--- src/rtl/stats_bank_pkg.sv ---
package stats_bank_pkg;
  localparam int ADDR_W     = 4;
  localparam int DATA_W     = 16;
  localparam int NUM_BYTE   = 9;
  localparam int OFS_TXFRM  = 6;
  localparam int OFS_EXT    = 9;
  localparam int OFS_RXBYTE = 10;
  localparam int OFS_TXBYTE = 12;
  localparam int EXT_LSB    = 4;
  localparam int NUM_WIDE   = 2;

  typedef struct packed {
    logic                countEn;
    logic [NUM_BYTE-1:0] clrByte;
    logic                clrExt;
    logic [NUM_WIDE-1:0] clrWide;
  } statsStrobes_t;
endpackage

--- src/rtl/stats_ctrl.sv ---
module stats_ctrl
  import stats_bank_pkg::*;
(
  input  logic              clk,
  input  logic              rstN,
  input  logic              statsEnable,
  input  logic              rdEn,
  input  logic [ADDR_W-1:0] rdAddr,
  input  logic [DATA_W-1:0] muxData,
  output statsStrobes_t     strobes,
  output logic [DATA_W-1:0] rdData,
  output logic              rdValid
);
  localparam int WIDE_OFS [NUM_WIDE] = '{OFS_RXBYTE, OFS_TXBYTE};

  logic countEnQ;

  always_ff @(posedge clk) begin
    if (!rstN) begin
      countEnQ <= 1'b0;
    end else if (statsEnable) begin
      countEnQ <= 1'b1;
    end
  end

  always_ff @(posedge clk) begin
    if (!rstN) begin
      rdData  <= '0;
      rdValid <= 1'b0;
    end else begin
      rdValid <= rdEn;
      if (rdEn) rdData <= muxData;
    end
  end

  always_comb strobes.countEn = countEnQ;

  for (genvar i = 0; i < NUM_BYTE; i++) begin : g_clrByte
    assign strobes.clrByte[i] = rdEn && (rdAddr == ADDR_W'(i));
  end

  for (genvar k = 0; k < NUM_WIDE; k++) begin : g_clrWide
    assign strobes.clrWide[k] = rdEn && (rdAddr == ADDR_W'(WIDE_OFS[k]));
  end

  assign strobes.clrExt = rdEn && (rdAddr == ADDR_W'(OFS_EXT));
endmodule

--- src/rtl/stats_datapath.sv ---
module stats_datapath
  import stats_bank_pkg::*;
#(
  parameter int CNT_W  = 8,
  parameter int EXT_W  = 2,
  parameter int WIDE_W = 16,
  parameter int INC_W  = 3
) (
  input  logic                clk,
  input  logic                rstN,
  input  statsStrobes_t       strobes,
  input  logic [NUM_BYTE-1:0] evtPulse,
  input  logic [INC_W-1:0]    rxByteInc,
  input  logic [INC_W-1:0]    txByteInc,
  input  logic [ADDR_W-1:0]   rdAddr,
  output logic [DATA_W-1:0]   muxData,
  output logic                statsFull
);
  logic [CNT_W-1:0]    byteCnt  [NUM_BYTE];
  logic [NUM_BYTE-1:0] carry;
  logic [NUM_BYTE-1:0] byteTop;
  logic [EXT_W-1:0]    extCnt;
  logic [WIDE_W-1:0]   wideCnt  [NUM_WIDE];
  logic [INC_W-1:0]    wideInc  [NUM_WIDE];
  logic [NUM_WIDE-1:0] wideTop;

  assign wideInc[0] = rxByteInc;
  assign wideInc[1] = txByteInc;

  for (genvar i = 0; i < NUM_BYTE; i++) begin : g_byte
    logic [CNT_W:0] sum;
    always_comb begin
      sum = {1'b0, (strobes.clrByte[i] ? '0 : byteCnt[i])}
          + (CNT_W + 1)'(strobes.countEn & evtPulse[i]);
    end
    always_ff @(posedge clk) begin
      if (!rstN) byteCnt[i] <= '0;
      else       byteCnt[i] <= sum[CNT_W-1:0];
    end
    assign carry[i] = sum[CNT_W];
    if (i == OFS_TXFRM) begin : g_ext
      assign byteTop[i] = 1'b0;
    end else begin : g_plain
      assign byteTop[i] = byteCnt[i][CNT_W-1];
    end
  end

  always_ff @(posedge clk) begin
    if (!rstN) extCnt <= '0;
    else extCnt <= (strobes.clrExt ? '0 : extCnt) + EXT_W'(carry[OFS_TXFRM]);
  end

  for (genvar k = 0; k < NUM_WIDE; k++) begin : g_wide
    logic [WIDE_W-1:0] addVal;
    assign addVal = strobes.countEn ? WIDE_W'(wideInc[k]) : '0;
    always_ff @(posedge clk) begin
      if (!rstN) wideCnt[k] <= '0;
      else       wideCnt[k] <= (strobes.clrWide[k] ? '0 : wideCnt[k]) + addVal;
    end
    assign wideTop[k] = wideCnt[k][WIDE_W-1];
  end

  always_comb begin
    muxData = '0;
    if (rdAddr < ADDR_W'(NUM_BYTE)) begin
      for (int i = 0; i < NUM_BYTE; i++) begin
        if (rdAddr == ADDR_W'(i)) muxData = DATA_W'(byteCnt[i]);
      end
    end else if (rdAddr == ADDR_W'(OFS_EXT)) begin
      muxData[EXT_LSB +: EXT_W] = extCnt;
    end else if (rdAddr == ADDR_W'(OFS_RXBYTE)) begin
      muxData = DATA_W'(wideCnt[0]);
    end else if (rdAddr == ADDR_W'(OFS_TXBYTE)) begin
      muxData = DATA_W'(wideCnt[1]);
    end
  end

  assign statsFull = (|byteTop) | extCnt[EXT_W-1] | (|wideTop);
endmodule

--- src/rtl/stats_counter_bank.sv ---
module stats_counter_bank
  import stats_bank_pkg::*;
#(
  parameter int CNT_W  = 8,
  parameter int EXT_W  = 2,
  parameter int WIDE_W = 16,
  parameter int INC_W  = 3
) (
  input  logic          clk,
  input  logic          rstN,
  input  logic          statsEnable,
  input  logic [8:0]    evtPulse,
  input  logic [2:0]    rxByteInc,
  input  logic [2:0]    txByteInc,
  input  logic          rdEn,
  input  logic [3:0]    rdAddr,
  output logic [15:0]   rdData,
  output logic          rdValid,
  output logic          statsFull
);
  statsStrobes_t     strobes;
  logic [DATA_W-1:0] muxData;

  stats_ctrl i_ctrl (
    .clk         (clk),
    .rstN        (rstN),
    .statsEnable (statsEnable),
    .rdEn        (rdEn),
    .rdAddr      (rdAddr),
    .muxData     (muxData),
    .strobes     (strobes),
    .rdData      (rdData),
    .rdValid     (rdValid)
  );

  stats_datapath #(
    .CNT_W  (CNT_W),
    .EXT_W  (EXT_W),
    .WIDE_W (WIDE_W),
    .INC_W  (INC_W)
  ) i_datapath (
    .clk       (clk),
    .rstN      (rstN),
    .strobes   (strobes),
    .evtPulse  (evtPulse),
    .rxByteInc (rxByteInc),
    .txByteInc (txByteInc),
    .rdAddr    (rdAddr),
    .muxData   (muxData),
    .statsFull (statsFull)
  );
endmodule

--- config.mk ---
export PLATFORM = sky130hd
export DESIGN_NAME = stats_counter_bank
export DESIGN_NICKNAME = d
export VERILOG_FILES = /design/src/rtl/stats_bank_pkg.sv /design/src/rtl/stats_ctrl.sv /design/src/rtl/stats_datapath.sv /design/src/rtl/stats_counter_bank.sv
export SDC_FILE = /design/constraint.sdc
export NUM_CORES = 1
export LEC_CHECK = 0
export CAP_MARGIN = 30
export CELL_PAD_IN_SITES_DETAIL_PLACEMENT = 0
export CELL_PAD_IN_SITES_GLOBAL_PLACEMENT = 2
export CORE_UTILIZATION = 41
export CTS_BUF_LIST = sky130_fd_sc_hd__clkbuf_2
export DETAILED_ROUTE_END_ITERATION = 10
export PLACE_DENSITY_LB_ADDON = 0.1
export SYNTH_ARGS = -nofsm -noshare
export SYNTH_HDL_FRONTEND = slang
export SYNTH_SLANG_ARGS = --single-unit
--- constraint.sdc ---
create_clock -name clk -period 6.6 [get_ports clk]
set_clock_uncertainty 0.2 [all_clocks]
set_input_delay 1.32 -clock clk [delete_from_list [all_inputs] [get_ports clk]]
set_output_delay 1.32 -clock clk [all_outputs]
set_load 0.005 [all_outputs]
==> results of run 1 <==
## cell usage in the layout, fill, tap and decap left out, types with 5 or more instances in the layout
master / synthesis / layout
dfxtp_1: 124 / 124
nand2_1: 88 / 88
and2_1: 78 / 78
nor2_1: 62 / 62
xor2_1: 42 / 42
nand3_1: 40 / 40
clkdlybuf4s50_1: 0 / 39
a21oi_1: 34 / 34
o21ai_0: 31 / 31
inv_1: 29 / 29
ha_1: 25 / 25
and3_1: 19 / 19
xnor2_1: 19 / 19
clkbuf_2: 0 / 19
a22oi_1: 17 / 17
nor2b_1: 13 / 13
o22ai_1: 13 / 13
or3_1: 11 / 11
a211oi_1: 10 / 10
nor3_1: 9 / 9
nand4_1: 9 / 9
nand2b_1: 8 / 8
o21a_1: 7 / 7
buf_4: 0 / 7
a32oi_1: 6 / 6
mux2i_1: 5 / 5
a21o_1: 5 / 5
o221ai_1: 5 / 5
## area by class of cell
type / count / area, um2
Clock buffer: 19 / 95.1
Inverter: 29 / 109
Tap cell: 216 / 270
Antenna cell: 1 / 2.50
Multi-Input combinational cell: 604 / 3850
Sequential cell: 124 / 2480
Timing Repair Buffer: 47 / 448
Clock inverter: 13 / 125
Fill cell: 1606 / 8390
## worst min-delay path, stage by stage (launching register included)
cell	delay (ps)
dfxtp_1	390
o21ai_0	90
a21oi_1	60
## cells by family after synthesis
| logic type | share of synthesized area, % |
|---|---|
| AND/OR/NAND/NOR | 28.1 |
| flip-flops | 37.6 |
| XOR/XNOR | 8.10 |
| buffers and inverters | 3.98 |
| multiplexers | 1.44 |
| AO/OA/AOI/OAI | 15.3 |
| adder cells (fa/ha/maj) | 5.35 |
## where the power goes
group | switching, uW | total (uW) | internal, uW
sequential | 11.1 | 774 | 762
combinational | 74.2 | 127 | 53.2
clock | 296 | 467 | 171
## Yosys cell counts, drive strengths merged (5+ instances only)
cell,count,share of area (%)
dfxtp,124,38
nand2,88,5.0
and2,78,7.4
nor2,62,3.5
xor2,42,5.6
nand3,40,3.0
a21oi,35,2.7
o21ai,32,2.5
inv,29,1.7
ha,25,4.7
clkbuf,22,1.3
and3,19,1.8
xnor2,19,2.5
a22oi,17,1.9
nor2b,14,1.4
o22ai,13,1.2
buf,12,1.1
or3,11,1.0
a211oi,10,1.1
nand4,9,0.85
nor3,9,0.68
nand2b,8,0.76
o21a,7,0.80
a32oi,6,0.80
a21o,5,0.57
mux2i,5,0.76
o221ai,5,0.66
## through the flow
step / power (uW) / worst slack (ps) / instances
2_1_floorplan: 868 / 2890 / 791
3_3_place_gp: 913 / 1920 / 1020
3_5_place_dp: 916 / 1810 / 1020
4_1_cts: 1380 / 2610 / 1052
5_1_grt: 1440 / 2380 / 1053
6_report: 1370 / 2580 / 1053
## how the worst min path moves through the flow
stage | start | endpoint | slack [ps]
2_1_floorplan | i_datapath.byteCnt[0][5]$_SDFF_PN0_ | i_datapath.byteCnt[0][5]$_SDFF_PN0_ | 270
4_1_cts | i_datapath.byteCnt[0][5]$_SDFF_PN0_ | i_datapath.byteCnt[0][5]$_SDFF_PN0_ | 340
3_5_place_dp | i_datapath.byteCnt[0][5]$_SDFF_PN0_ | i_datapath.byteCnt[0][5]$_SDFF_PN0_ | 320
5_1_grt | i_datapath.byteCnt[0][5]$_SDFF_PN0_ | i_datapath.byteCnt[0][5]$_SDFF_PN0_ | 360
6_report | i_datapath.byteCnt[4][5]$_SDFF_PN0_ | i_datapath.byteCnt[4][5]$_SDFF_PN0_ | 350
3_3_place_gp | i_datapath.byteCnt[0][5]$_SDFF_PN0_ | i_datapath.byteCnt[0][5]$_SDFF_PN0_ | 300
## sequential cells by signal, indices dropped and copies added (netlist names)
name / cells
i_datapath.wideCnt: 32
i_ctrl.countEnQ: 1
i_datapath.extCnt: 2
i_ctrl.rdData: 16
i_datapath.byteCnt: 72
i_ctrl.rdValid: 1
## routing by layer
layer,GRT usage (%),up-vias,part of all wire (%)
li1,-,2826,-
met1,32.7,2773,51
met2,33.4,125,43
met3,5.16,19,4.3
met4,6.57,0,1.4
met5,0,-,0
==> impl_metrics.env, run 1 <==
export IMPL_hold_violations=0
export IMPL_start_kind="primary input"
export IMPL_wl_per_cell_um=16.7
export IMPL_postSynthNetCount=841
export IMPL_criticalPathCategory="primary input to flop"
export IMPL_cp_buffers_inverters=4
export IMPL_crit_family="simple AND/OR/NAND/NOR gates"
export IMPL_core_area_um2=15800
export IMPL_cts_buffer_depth=2
export IMPL_gp_congestion=0.850
export IMPL_cts_made_buffers=17
export IMPL_synth_seq_area_share_pct=37.6
export IMPL_drt_first_pass_iters=7
export IMPL_holdWs_ps=347
export IMPL_hold_depth=2
export IMPL_path_cells="clkdlybuf4s50_1 > buf_4 > and3b_1 > nand2_1 > and2_1 > ha_1 > inv_1 > fa_1 > inv_1 > a21oi_1 > nor2_1 > xnor2_1 > and2_1"
export IMPL_hp_class="flop to flop"
export IMPL_htree_num_levels=4
export IMPL_syn_instance_count=791
export IMPL_tightest_slew_ps=924
export IMPL_cellLeakagePower_uw=0.00278
export IMPL_nNetsFinal=873
export IMPL_clock_latency_ps=690
export IMPL_layout_drive_gt1_share_pct=5.86
export IMPL_design_area_um2=7380
export IMPL_cts_resized=0
export IMPL_overflow=0
export IMPL_vdd_drop_max_uv=99.8
export IMPL_start_util_pct=41.8
export IMPL_clock_sinks=124
export IMPL_synth_edf_count=0
export IMPL_setup_viol=0
export IMPL_crit_start="rdEn"
export IMPL_grt_pass1_wl_um=28600
export IMPL_placementRows=46
export IMPL_synth_seq_cells=124
export IMPL_root_buffer="clkbuf_2"
export IMPL_status="finished, final reports clean"
export IMPL_synth_distinct_cells=56
export IMPL_io_pins=41
export IMPL_grt_usage_pct=22.7
export IMPL_yosysWarnings=0
export IMPL_rr_startpoint="i_ctrl.countEnQ$_SDFFE_PN0P_"
export IMPL_critPathMaxFanout=27
export IMPL_endpoint="i_datapath.wideCnt[1][8]$_SDFF_PN0_"
export IMPL_cts_tree="yes"
export IMPL_wirelength_um=17600
export IMPL_crit_slowest_cell="clkdlybuf4s50_1"
export IMPL_hold_buffers=0
export IMPL_p_per_area_nw_per_um2=185
export IMPL_dieHeight_um=129
export IMPL_regToRegEndpoint="i_datapath.wideCnt[0][12]$_SDFF_PN0_"
export IMPL_drtAntennaViolNets=0
export IMPL_io_buffers=40
export IMPL_max_slew_margin_rel_pct=37.9
export IMPL_areaGrowthSynthToFinish_pct=11.9
export IMPL_grt_pass1_vias=5358
export IMPL_clk_pin_slew_worst_paths_ps=200
export IMPL_antenna_found_initial=1
export IMPL_synth_area_per_cell_um2=8.34
export IMPL_fin_crit_ps=4020
export IMPL_fp_dieArea_um2=16600
export IMPL_endpoint_kind="flop"
export IMPL_postPlaceCellArea_um2=7160
export IMPL_grt_max_degree=78
export IMPL_die_width_um=129
export IMPL_final_util_pct=46.8
export IMPL_vias_per_cell=5.45
export IMPL_max_freq_mhz=248
export IMPL_worst_r2r_cell_count=8
export IMPL_dp_hpwl_um=12900
export IMPL_reg2reg_setup_slack_ps=3810
export IMPL_crit_required_ps=7010
export IMPL_cp_depth=13
export IMPL_rsz0062_at_grt="no"
export IMPL_fin_setup_tns_ps=0
export IMPL_worstPathArrival_ps=4430
export IMPL_first_iter_violations=448
export IMPL_drv_slew=0
export IMPL_max_cap_violations=0
export IMPL_post_cts_buffers=0
export IMPL_async_flop_share_pct=0
export IMPL_cpPeakStageDelay_ps=470
export IMPL_syn_cell_area_um2=6600
export IMPL_vias=5743
export IMPL_period_share_pct=61.0
export IMPL_ys_flop_type="dfxtp_1"
export IMPL_route_detailed_drc=0
Note: power is estimated with default switching activity, not from simulation.
==> run 2: changes to the inputs <==
--- a/config.mk
+++ b/config.mk
@@ -8,7 +8,7 @@
 export CAP_MARGIN = 30
 export CELL_PAD_IN_SITES_DETAIL_PLACEMENT = 0
 export CELL_PAD_IN_SITES_GLOBAL_PLACEMENT = 2
-export CORE_UTILIZATION = 41
+export CORE_UTILIZATION = 38
 export CTS_BUF_LIST = sky130_fd_sc_hd__clkbuf_2
 export DETAILED_ROUTE_END_ITERATION = 10
 export PLACE_DENSITY_LB_ADDON = 0.1
==> constraint.sdc (replaced) <==
create_clock -name clk -period 4.01 [get_ports clk]
set_clock_uncertainty 0.2 [all_clocks]
set_input_delay 0.802 -clock clk [delete_from_list [all_inputs] [get_ports clk]]
set_output_delay 0.802 -clock clk [all_outputs]
set_load 0.005 [all_outputs]
==> impl_metrics.env, run 2 (synthesis gave the netlist of run 1 again) <==
export IMPL_setup_viol=0
export IMPL_fin_crit_ps=3120
export IMPL_gp_congestion=0.830
export IMPL_nNetsFinal=883
export IMPL_grt_pass1_wl_um=29900
export IMPL_switchingPower_uw=629
export IMPL_criticalPathCategory="primary input to flop"
export IMPL_htree_num_levels=4
export IMPL_placementRows=47
export IMPL_first_iter_violations=357
export IMPL_io_pins=41
export IMPL_endpoint_kind="flop"
export IMPL_core_area_um2=16800
export IMPL_wl_per_cell_um=17.2
export IMPL_seqPwrFrac_pct=58.0
export IMPL_route_detailed_drc=0
export IMPL_cellLeakagePower_uw=0.00282
export IMPL_grt_usage_pct=21.6
export IMPL_start_util_pct=39.4
export IMPL_vias_per_cell=5.36
export IMPL_layout_drive_gt1_share_pct=7.22
export IMPL_vias=5713
export IMPL_max_slew_margin_rel_pct=56.8
export IMPL_holdWs_ps=314
export IMPL_drv_slew=0
export IMPL_start_kind="primary input"
export IMPL_p_sw_share_pct=28.7
export IMPL_dp_hpwl_um=13700
export IMPL_largest_register_ffs=72
export IMPL_post_cts_buffers=0
export IMPL_drt_first_pass_iters=5
export IMPL_mostFrequentLayoutCell="dfxtp_1"
export IMPL_worstPathArrival_ps=3500
export IMPL_fin_cells=1066
export IMPL_worst_r2r_cell_count=8
export IMPL_period_share_pct=77.8
export IMPL_max_cap_violations=0
export IMPL_root_buffer="clkbuf_2"
export IMPL_layout_common_cells="124 x dfxtp_1, 88 x nand2_1, 78 x and2_1, 62 x nor2_1, 42 x xor2_1"
export IMPL_power_internal_uw=1560
export IMPL_regToRegEndpoint="i_datapath.wideCnt[0][12]$_SDFF_PN0_"
export IMPL_dieHeight_um=134
export IMPL_grt_max_degree=77
export IMPL_endpoint="i_datapath.byteCnt[7][5]$_SDFF_PN0_"
export IMPL_critPathMaxFanout=25
export IMPL_reg2reg_setup_slack_ps=1300
export IMPL_antenna_found_initial=2
export IMPL_clock_latency_ps=670
export IMPL_grt_pass1_vias=5458
export IMPL_vdd_drop_max_uv=174
export IMPL_crit_start="rdAddr[3]"
export IMPL_rsz0062_at_grt="no"
export IMPL_drtAntennaViolNets=0
export IMPL_hold_violations=0
export IMPL_p_per_area_nw_per_um2=294
export IMPL_io_buffers=40
export IMPL_crit_required_ps=4390
export IMPL_hold_buffers=0
export IMPL_tightest_slew_ps=643
export IMPL_max_freq_mhz=320
export IMPL_die_width_um=134
export IMPL_power_frac_clock_pct=31.7
export IMPL_areaGrowthSynthToFinish_pct=13.1
export IMPL_power_frac_comb_pct=10.3
export IMPL_cts_buffer_depth=2
export IMPL_fp_dieArea_um2=17900
export IMPL_fin_setup_tns_ps=0
export IMPL_top_register="i_datapath.byteCnt"
export IMPL_hold_depth=3
export IMPL_status="finished, final reports clean"
export IMPL_cts_tree="yes"
export IMPL_cts_resized=0
export IMPL_cts_made_buffers=17
export IMPL_overflow=0
export IMPL_wirelength_um=18400
export IMPL_clk_pin_slew_worst_paths_ps=170
export IMPL_placed_cells_incl_taps=1034
export IMPL_rr_startpoint="i_ctrl.countEnQ$_SDFFE_PN0P_"
export IMPL_top_regs="i_datapath.byteCnt: 72 flops, i_datapath.wideCnt: 32 flops, i_ctrl.rdData: 16 flops"
export IMPL_clock_sinks=124
export IMPL_hp_class="primary input to flop"
-- run 2: per-stage QoR --
step                instance area [um2]  total power, uW  util [%]  setup slack (ps)
floorplan                          6600             1430         -               820
global placement                   7270             1520      43.4               188
detailed placement                 7270             1520      43.4               182
CTS                                7460             2220      44.5               888
global route                       7460             2320      44.5               805
finish                             7460             2190      44.5               889
-- run 2: how the worst min path moves through the flow --
stage	start	to	slack [ps]
global route	rstN	i_ctrl.rdValid$_SDFF_PN0_	240
CTS	rstN	i_ctrl.rdValid$_SDFF_PN0_	260
floorplan	i_datapath.byteCnt[0][5]$_SDFF_PN0_	i_datapath.byteCnt[0][5]$_SDFF_PN0_	270
finish	rstN	i_ctrl.rdValid$_SDFF_PN0_	310
detailed placement	i_datapath.byteCnt[0][5]$_SDFF_PN0_	i_datapath.byteCnt[0][5]$_SDFF_PN0_	310
global placement	i_datapath.byteCnt[0][5]$_SDFF_PN0_	i_datapath.byteCnt[0][5]$_SDFF_PN0_	290
-- run 2: worst max-delay path: stages --
cell	delay (ps)
clkdlybuf4s50_1	560
buf_4	330
and3b_1	230
buf_4	170
nand2_1	130
and2_1	150
ha_1	160
nand2_1	60
a211oi_1	510
nand3_1	160
xor2_1	170
nor2_1	50
-- run 2: power groups by stage --
stage          clock [uW]  sequential [uW]  combinational [uW]
3_5_place_dp            0             1300                 226
6_report              696             1270                 226
2_1_floorplan           0             1290                 140
5_1_grt               789             1280                 251
3_3_place_gp            0             1300                 224
4_1_cts               726             1270                 227
-- run 2: area by class of cell --
class                   count  area, um2
clock inverters            13        103
diodes                      1       2.50
well taps                 220        275
multi-input cells         604       3850
fillers                  1703       9300
flip-flops and latches    124       2480
repair buffers             57        548
inverters                  29        109
clock buffers              18       90.1
-- run 2: per-layer routing --
| layer | vias to the layer above | track usage (%) | part of all wire [%] |
|---|---|---|---|
| met2 | 123 | 33.2 | 45 |
| met3 | 20 | 4.60 | 4.4 |
| met1 | 2735 | 30.0 | 49 |
| met5 | - | 0 | 0 |
| li1 | 2835 | - | - |
| met4 | 0 | 6.57 | 1.9 |
==> run 3: changes to the inputs <==
--- a/config.mk
+++ b/config.mk
@@ -8,7 +8,7 @@
 export CAP_MARGIN = 30
 export CELL_PAD_IN_SITES_DETAIL_PLACEMENT = 0
 export CELL_PAD_IN_SITES_GLOBAL_PLACEMENT = 2
-export CORE_UTILIZATION = 38
+export CORE_UTILIZATION = 34
 export CTS_BUF_LIST = sky130_fd_sc_hd__clkbuf_2
 export DETAILED_ROUTE_END_ITERATION = 10
 export PLACE_DENSITY_LB_ADDON = 0.1
==> constraint.sdc (replaced) <==
create_clock -name clk -period 2.75 [get_ports clk]
set_clock_uncertainty 0.2 [all_clocks]
set_input_delay 0.55 -clock clk [delete_from_list [all_inputs] [get_ports clk]]
set_output_delay 0.55 -clock clk [all_outputs]
set_load 0.005 [all_outputs]
==> impl_metrics.env, run 3 (synthesis gave the netlist of run 1 again) <==
export IMPL_antenna_found_initial=1
export IMPL_start_util_pct=35.0
export IMPL_fin_crit_ps=2590
export IMPL_period_share_pct=94.2
export IMPL_gp_congestion=0.831
export IMPL_use_met1_pct=27.7
export IMPL_vias=5786
export IMPL_drtAntennaViolNets=0
export IMPL_htree_num_levels=4
export IMPL_vias_per_cell=5.01
export IMPL_first_iter_violations=311
export IMPL_areaGrowthSynthToFinish_pct=20.8
export IMPL_drv_slew=0
export IMPL_criticalPathCategory="primary input to flop"
export IMPL_grt_pass1_vias=5613
export IMPL_p_per_area_nw_per_um2=445
export IMPL_cellLeakagePower_uw=0.00309
export IMPL_grt_pass1_wl_um=30700
export IMPL_hold_violations=0
export IMPL_status="finished, final reports clean"
export IMPL_cts_made_buffers=17
export IMPL_hold_buffers=0
export IMPL_crit_required_ps=3130
export IMPL_clk_pin_slew_worst_paths_ps=200
export IMPL_grt_usage_pct=20.2
export IMPL_grt_max_degree=35
export IMPL_worstPathArrival_ps=2980
export IMPL_largest_register_ffs=72
export IMPL_grt_busiest_layer="met2"
export IMPL_wirelength_um=19200
export IMPL_root_buffer="clkbuf_2"
export IMPL_route_detailed_drc=0
export IMPL_top_register="i_datapath.byteCnt"
export IMPL_dieHeight_um=141
export IMPL_max_slew_margin_rel_pct=63.8
export IMPL_setup_viol=0
export IMPL_place_ws_ps=-544
export IMPL_start_kind="primary input"
export IMPL_fin_setup_tns_ps=0
export IMPL_wl_per_cell_um=16.6
export IMPL_max_freq_mhz=386
export IMPL_rsz0062_at_grt="no"
export IMPL_top_regs="i_datapath.byteCnt: 72 flops, i_datapath.wideCnt: 32 flops, i_ctrl.rdData: 16 flops"
export IMPL_hp_class="primary input to flop"
export IMPL_drt_first_pass_iters=4
export IMPL_power_uw=3540
export IMPL_tightest_slew_ps=539
export IMPL_vdd_drop_max_uv=193
export IMPL_max_cap_violations=0
export IMPL_clock_latency_ps=700
export IMPL_cts_tree="yes"
export IMPL_overflow=0
export IMPL_critPathMaxFanout=4
export IMPL_worst_slack_ps=159
export IMPL_layout_common_cells="122 x dfxtp_1, 87 x nand2_1, 78 x and2_1, 63 x buf_4, 62 x nor2_1"
export IMPL_met3_usage_pct=4.25
export IMPL_die_width_um=141
export IMPL_endpoint_kind="flop"
export IMPL_placementRows=50
export IMPL_fp_dieArea_um2=20000
export IMPL_mostFrequentLayoutCell="dfxtp_1"
export IMPL_clock_sinks=124
export IMPL_cts_buffer_depth=2
export IMPL_layout_drive_gt1_share_pct=13.2
export IMPL_core_area_um2=18800
export IMPL_grt_met2_usage_pct=32.0
export IMPL_dp_hpwl_um=14700
export IMPL_nNetsFinal=929
export IMPL_io_pins=41
export IMPL_io_buffers=40
-- run 3: cell types whose count changed in the layout (fill, tap and decap cells not counted), moves of 2 or more --
cell,previous run,this run
buf_4,15,63
clkinv_2,6,0
inv_6,1,5
a21oi_1,34,32
buf_12,2,0
bufinv_16,1,3
dfxtp_1,124,122
-- run 3: area by class of cell --
type / count / area [um2]
tap: 260 / 325
sequential: 124 / 2490
multi-input combinational: 604 / 3900
timing repair buffer: 103 / 867
clock inverter: 14 / 184
fill: 1925 / 10900
inverter: 29 / 109
antenna: 2 / 5.00
clock buffer: 18 / 90.1
-- run 3: per-layer routing --
layer	up-vias	part of all wire (%)	routed length (um)
met3	14	3.8	720
li1	2934	-	-
met5	-	0	0
met2	94	45	8640
met4	0	1.2	224
met1	2744	50	9610
-- run 3: through the flow --
stage	hold slack [ps]	util, %	std cells	instance area [um2]
floorplan	267	-	791	6630
global placement	290	40.7	1119	7660
detailed placement	308	40.7	1119	7660
CTS	31.1	42.2	1152	7950
global route	2.79	42.3	1154	7970
finish	88.1	42.3	1154	7970
-- run 3: final timing paths --
check / endpoint / slack, ps / from / depth (start not counted)
max reg2reg: i_datapath.byteCnt[5][3]$_SDFF_PN0_ / 390 / i_ctrl.countEnQ$_SDFFE_PN0P_ / 7
min: i_datapath.wideCnt[1][3]$_SDFF_PN0_ / 90 / rstN / 2
max: i_datapath.wideCnt[0][6]$_SDFF_PN0_ / 160 / rdEn / 12
min reg2reg: i_datapath.byteCnt[0][5]$_SDFF_PN0_ / 330 / i_datapath.byteCnt[0][5]$_SDFF_PN0_ / 2
-- run 3: timing repair --
action | 4_1_cts | 5_1_grt
gates resized for setup | 6 | 1
setup endpoints to repair | 1 | 1
cloned | 0 | 0
pin swaps | 1 | 0
buffers inserted | 1 | 0
-- run 3: worst max-delay path, cell delays in order --
cell             delay, ps
clkdlybuf4s50_1        560
and3b_1                280
nand2_1                140
and2_1                 190
ha_1                   220
fa_2                   380
a21oi_2                150
a211oi_1                60
buf_4                  160
nand3_1                 90
xor2_1                 140
nor2_1                  50
-- run 3: where the power goes --
part,switching (uW),internal (uW),total [uW]
Clock,795,532,1330
Sequential,20.7,1830,1850
Combinational,200,167,367
